File: config.mk
export PLATFORM = sky130hd
export DESIGN_NAME = dec4221_csa
export DESIGN_NICKNAME = d
export VERILOG_FILES = /design/src/rtl/dec4221_csa.sv
export SDC_FILE = /design/constraint.sdc
export NUM_CORES = 1
export LEC_CHECK = 0
export BUFFER_PORTS_ARGS = -buffer_cell sky130_fd_sc_hd__buf_4
export CAP_MARGIN = 20
export CORE_UTILIZATION = 49
export DETAILED_ROUTE_END_ITERATION = 6
export GPL_ROUTABILITY_DRIVEN = 0
export PLACE_DENSITY = 0.87
export SLEW_MARGIN = 20
export SYNTH_ARGS = -nofsm -noshare
export SYNTH_HDL_FRONTEND = slang
export SYNTH_SLANG_ARGS = --single-unit
File: constraint.sdc
create_clock -name vclk -period 4.4
set_clock_uncertainty 0.2 [all_clocks]
set_input_delay 0.22 -clock vclk [all_inputs]
set_output_delay 0.22 -clock vclk [all_outputs]
set_load 0.05 [all_outputs]
File: src/rtl/dec4221_csa.sv
module dec4221_csa #(
  parameter int NDIG = 4
) (
  input  logic [4*NDIG-1:0] a_i,
  input  logic [4*NDIG-1:0] b_i,
  input  logic [4*NDIG-1:0] c_i,
  output logic [4*NDIG-1:0] sum_o,
  output logic [4*NDIG+3:0] dbl_o
);
  localparam int TOP = 4*NDIG;

  assign dbl_o[0]           = 1'b0;
  assign dbl_o[TOP+3:TOP+1] = 3'b000;

  for (genvar g = 0; g < NDIG; g++) begin : g_dig
    logic [3:0] da, db, dc, h, hv, w;
    assign da = a_i[4*g +: 4];
    assign db = b_i[4*g +: 4];
    assign dc = c_i[4*g +: 4];

    assign sum_o[4*g +: 4] = da ^ db ^ dc;
    assign h  = (da & db) | (da & dc) | (db & dc);
    assign hv = {h[3], 2'b00} + {2'b00, h[2], 1'b0} + {2'b00, h[1], 1'b0} + {3'b000, h[0]};

    always_comb begin
      case (hv)
        4'd0:    w = 4'b0000;
        4'd1:    w = 4'b0010;
        4'd2:    w = 4'b0100;
        4'd3:    w = 4'b0110;
        4'd4:    w = 4'b0111;
        4'd5:    w = 4'b1000;
        4'd6:    w = 4'b1010;
        4'd7:    w = 4'b1100;
        4'd8:    w = 4'b1110;
        4'd9:    w = 4'b1111;
        default: w = 4'b0000;
      endcase
    end

    assign dbl_o[4*g+1 +: 3] = w[2:0];
    assign dbl_o[4*(g+1)]    = w[3];
  end
endmodule

=== After elaboration in Yosys (flattened, before gate mapping) ===
Memory sizes are Yosys's and may differ from the RTL's.
Index checks and enable logic that the tools add are counted.

* Flip-flop bits (word level): 0
* Bits in read-only memories: 256
* Bits of input ports: 48
* Output and inout bits: 36
* Logic and storage cells: 44
* Memories kept: 4

{| class="wikitable"
|+ Memory list
! name !! depth !! bits a word !! read ports !! clocked after memory_dff !! wr ports !! RTL line !! source
|-
| (no name shown) || 16 || 4 || 1 || 0 || 0 || 26 || <nowiki>case (hv)</nowiki>
|-
| (no name shown) || 16 || 4 || 1 || 0 || 0 || 26 ||
|-
| (no name shown) || 16 || 4 || 1 || 0 || 0 || 26 ||
|-
| (no name shown) || 16 || 4 || 1 || 0 || 0 || 26 ||
|}

* $add $sub $neg: 12
* Bitwise gates (word level): 28

{| class="wikitable"
|+ Operator list
! kind !! number
|-
| $and 4x4->4 || 12
|-
| $or 4x4->4 || 8
|-
| $xor 4x4->4 || 8
|-
| $add 3x2->4 || 4
|-
| $add 4x1->4 || 4
|-
| $add 4x2->4 || 4
|}

=== Depth between registers and ports, before layout ===
An unclocked memory read counts as a cell.

* Depth in word-level cells: 7
* Mapped depth: 9
* Mapped depth without buffers: 9

=== Least setup slack after synthesis ===
OpenSTA, ideal clock, no wires.

* Kind: in2out
* Start: in a_i[10]
* End: out dbl_o[10]
* Arrival: 2,436 ps
* Required time: 3,980 ps
* Path slack: 1,544 ps
* Stages: 8
* Path buffers: 1
* Cells stage by stage: inv_1 > fa_1 > inv_1 > ha_1 > buf_2 > nor2b_1 > o21a_1 > a221oi_1

* Word-level cells in the longest chain between the ends: 7
* Elaborated cells on any way between the ends: 8
* Those cells by class: add/sub: 3; bitwise: 4; memory: 1

{| class="wikitable"
|+ Ends and longest elaborated chain
! item !! RTL line !! source
|-
| start: declaration || 4 || <nowiki>input logic [4*NDIG-1:0] a_i,</nowiki>
|-
| $and 4x4->4 || 22 || <nowiki>assign h = (da & db) | (da & dc) | (db & dc);</nowiki>
|-
| $or 4x4->4 (*) (2 in series) || 22 ||
|-
| $add 3x2->4 (*) || 23 || <nowiki>assign hv = {h[3], 2'b00} + {2'b00, h[2], 1'b0} + {2'b00, h[1], 1'b0} + {3'b000, h[0]};</nowiki>
|-
| $add 4x2->4 (*) || 23 ||
|-
| $add 4x1->4 (*) || 23 ||
|-
| $mem_v2 16x4 (*) || - ||
|-
| end: declaration || 8 || <nowiki>output logic [4*NDIG+3:0] dbl_o</nowiki>
|}

Every way passes the cells marked *; elsewhere a longest branch is shown, timed or not.

=== Final worst setup path ===
* Start: in a_i[13]
* End: out dbl_o[15]

* Word-level cells in the longest chain between the ends: 6
* Elaborated cells on any way between the ends: 7
* Those cells by class: add/sub: 2; bitwise: 4; memory: 1

{| class="wikitable"
|+ Ends and longest elaborated chain
! item !! RTL line
|-
| $and 4x4->4 || 22
|-
| $or 4x4->4 (*) (2 in series) || 22
|-
| $add 4x2->4 (*) || 23
|-
| $add 4x1->4 (*) || 23
|-
| $mem_v2 16x4 (*) || -
|}

Marked as above.

==> results.json <==
{
  "viasPerCell": 4.80,
  "cp_top_family": "adder cells",
  "n_clock_buffer": 0,
  "p_sw_frac": 0.654,
  "avgSynthCellArea_um2": 6.82,
  "fin_crit_sh": 0.604,
  "p_switching_mw": 0.290,
  "postRouteAntennaNets": 0,
  "yosysUniqueCellTypes": 38,
  "drv.max_cap_violation_count": 0,
  "start_kind": "primary input",
  "dieArea_um2": 2970,
  "grt_pass1_wl_mm": 4.22,
  "cpPeakStageDelay_ns": 0.47,
  "die_h_um": 54.5,
  "drc": 0,
  "core_um2": 2540,
  "nets": 347,
  "track_usage": 0.183,
  "p_per_area_nw_per_um2": 231,
  "hold_end": "sum_o[7]",
  "p_leak_nw": 1.19,
  "max_freq_ghz": 0.376,
  "crit_required_ns": 3.98,
  "fin_util": 0.756,
  "grt.overflow.total": 0,
  "finalHoldViolCount": 0,
  "rsz0062_at_grt": "no",
  "grt_max_degree": 13,
  "crit_top_cell": "inv_1",
  "fillCellCount": 213,
  "hp-start": "c_i[7]",
  "area.growth.synth_to_final_pct": 42.3,
  "seq_area_frac_synth": 0,
  "cp_max_fo": 3,
  "drive_above_1_share": 0.316,
  "worst-path-buf-inv": 5,
  "synth_area_um2": 1350,
  "yosysWarnings": 0,
  "power_frac_comb": 1.000,
  "path_cells": "buf_4 > inv_1 > fa_1 > inv_1 > ha_1 > inv_1 > ha_1 > nor2b_1 > mux4_2 > buf_4",
  "crit_type": "in -> out",
  "drv_slew": 0,
  "post_cts_buffers": 0,
  "peakVddDrop_mv": 0.184,
  "vias": 1434,
  "wl_mm": 2.71,
  "final_cell_mix": "inv_1 (84), buf_4 (80), fa_1 (16)",
  "synth_top_area_cell": "fa_1",
  "cts_hold_buf": 0,
  "cts_resized": 0,
  "dp_hpwl_mm": 2.41,
  "power.internal_mw": 0.154,
  "end_kind": "output port",
  "cp_num_cells": 10,
  "synth_area_leaders": "fa_1 (24%), inv_1 (23%), ha_1 (11%), a21oi_1 (3.7%), buf_4 (2.8%)",
  "seq_cells": 0,
  "regArea_um2": 0,
  "outcome": "finished, final reports clean",
  "netlist_instances": 198,
  "holdCritPathClass": "in -> out",
  "grt_pass1_vias": 1125,
  "critPathArrivalTime_ns": 2.24,
  "pin_count": 84,
  "portBuffers": 80,
  "wl_per_cell_um": 9.07,
  "p_clk_frac": 0,
  "firstDrtPassIters": 4,
  "antenna_found_initial": 0,
  "start_util": 0.531,
  "min_path_cells": 5,
  "worst_path_max_delay_cell": "mux4_2",
  "synth_top_area_share": 0.237,
  "seqPwrFrac": 0,
  "drt_iter0_markers": 14,
  "setup_violations": 0,
  "placementRows": 18,
  "tns_ns": 0,
  "antennaDiodeCount": 0,
  "die_w_um": 54.5,
  "final_common_cell": "inv_1",
  "period_needed_ns": 2.66
}
## how the worst max path moves through the flow
stage,start,end
4_1_cts,a_i[13],dbl_o[15]
5_1_grt,a_i[13],dbl_o[15]
2_1_floorplan,a_i[10],dbl_o[10]
3_5_place_dp,a_i[13],dbl_o[15]
6_report,a_i[13],dbl_o[15]
3_3_place_gp,a_i[13],dbl_o[15]
## power by group through the flow
stage	sequential [mW]	combinational [mW]	clock (mW)
global placement	0	0.436	0
floorplan	0	0.321	0
detailed placement	0	0.446	0
CTS	0	0.446	0
finish	0	0.444	0
global route	0	0.482	0
## kinds of logic after synthesis
| logic type | share of synthesized area |
|---|---|
| and+or+nand+nor | 0.159 |
| muxes | 0.0315 |
| other | 0.00278 |
| adders and majority gates | 0.348 |
| buffers and inverters | 0.294 |
| AOI/OAI and AO/OA | 0.145 |
| xor gates and xnor gates | 0.0194 |
## routing by layer
metal / up-vias / GRT usage / share of wire
li1: 728 / - / -
met3: 0 / 0 / 0.067
met1: 652 / 0.223 / 0.40
met4: 0 / 0 / 0
met5: - / 0 / 0
met2: 54 / 0.374 / 0.53
## per-stage QoR
step	hold WS, ns	power, mW	setup WS (ns)	cells	instance area, um2
after floorplan	0.619	0.321	1.54	201	1360
after global placement	0.751	0.436	1.82	299	1920
after detailed placement	0.758	0.446	1.74	299	1920
after CTS	0.758	0.446	1.73	299	1920
after global routing	0.785	0.482	1.63	299	1920
final	0.757	0.444	1.74	299	1920
## synth_stat cells (4+ instances only)
cell and instances:
nor2_1 6, nand2_1 4, inv_1 84, ha_1 12, o31ai_1 4, fa_1 16, o21ai_0 5, a21oi_1 10
nor3b_1 5, buf_2 5, nor3_1 5, nor2b_1 4, buf_4 5
## final cells by class
cell class / instances / area (um2) / area share
Inverter: 85 / 319 / 0.166
Multi-Input combinational cell: 104 / 966 / 0.502
Tap cell: 30 / 37.5 / 0.0195
Timing Repair Buffer: 80 / 601 / 0.312
## worst min-delay path, stage by stage
cell and delay (ns):
buf_4 0.11, inv_1 0.05, fa_1 0.15, inv_1 0.03, buf_4 0.17
Note: power is estimated with default switching activity, not from simulation.
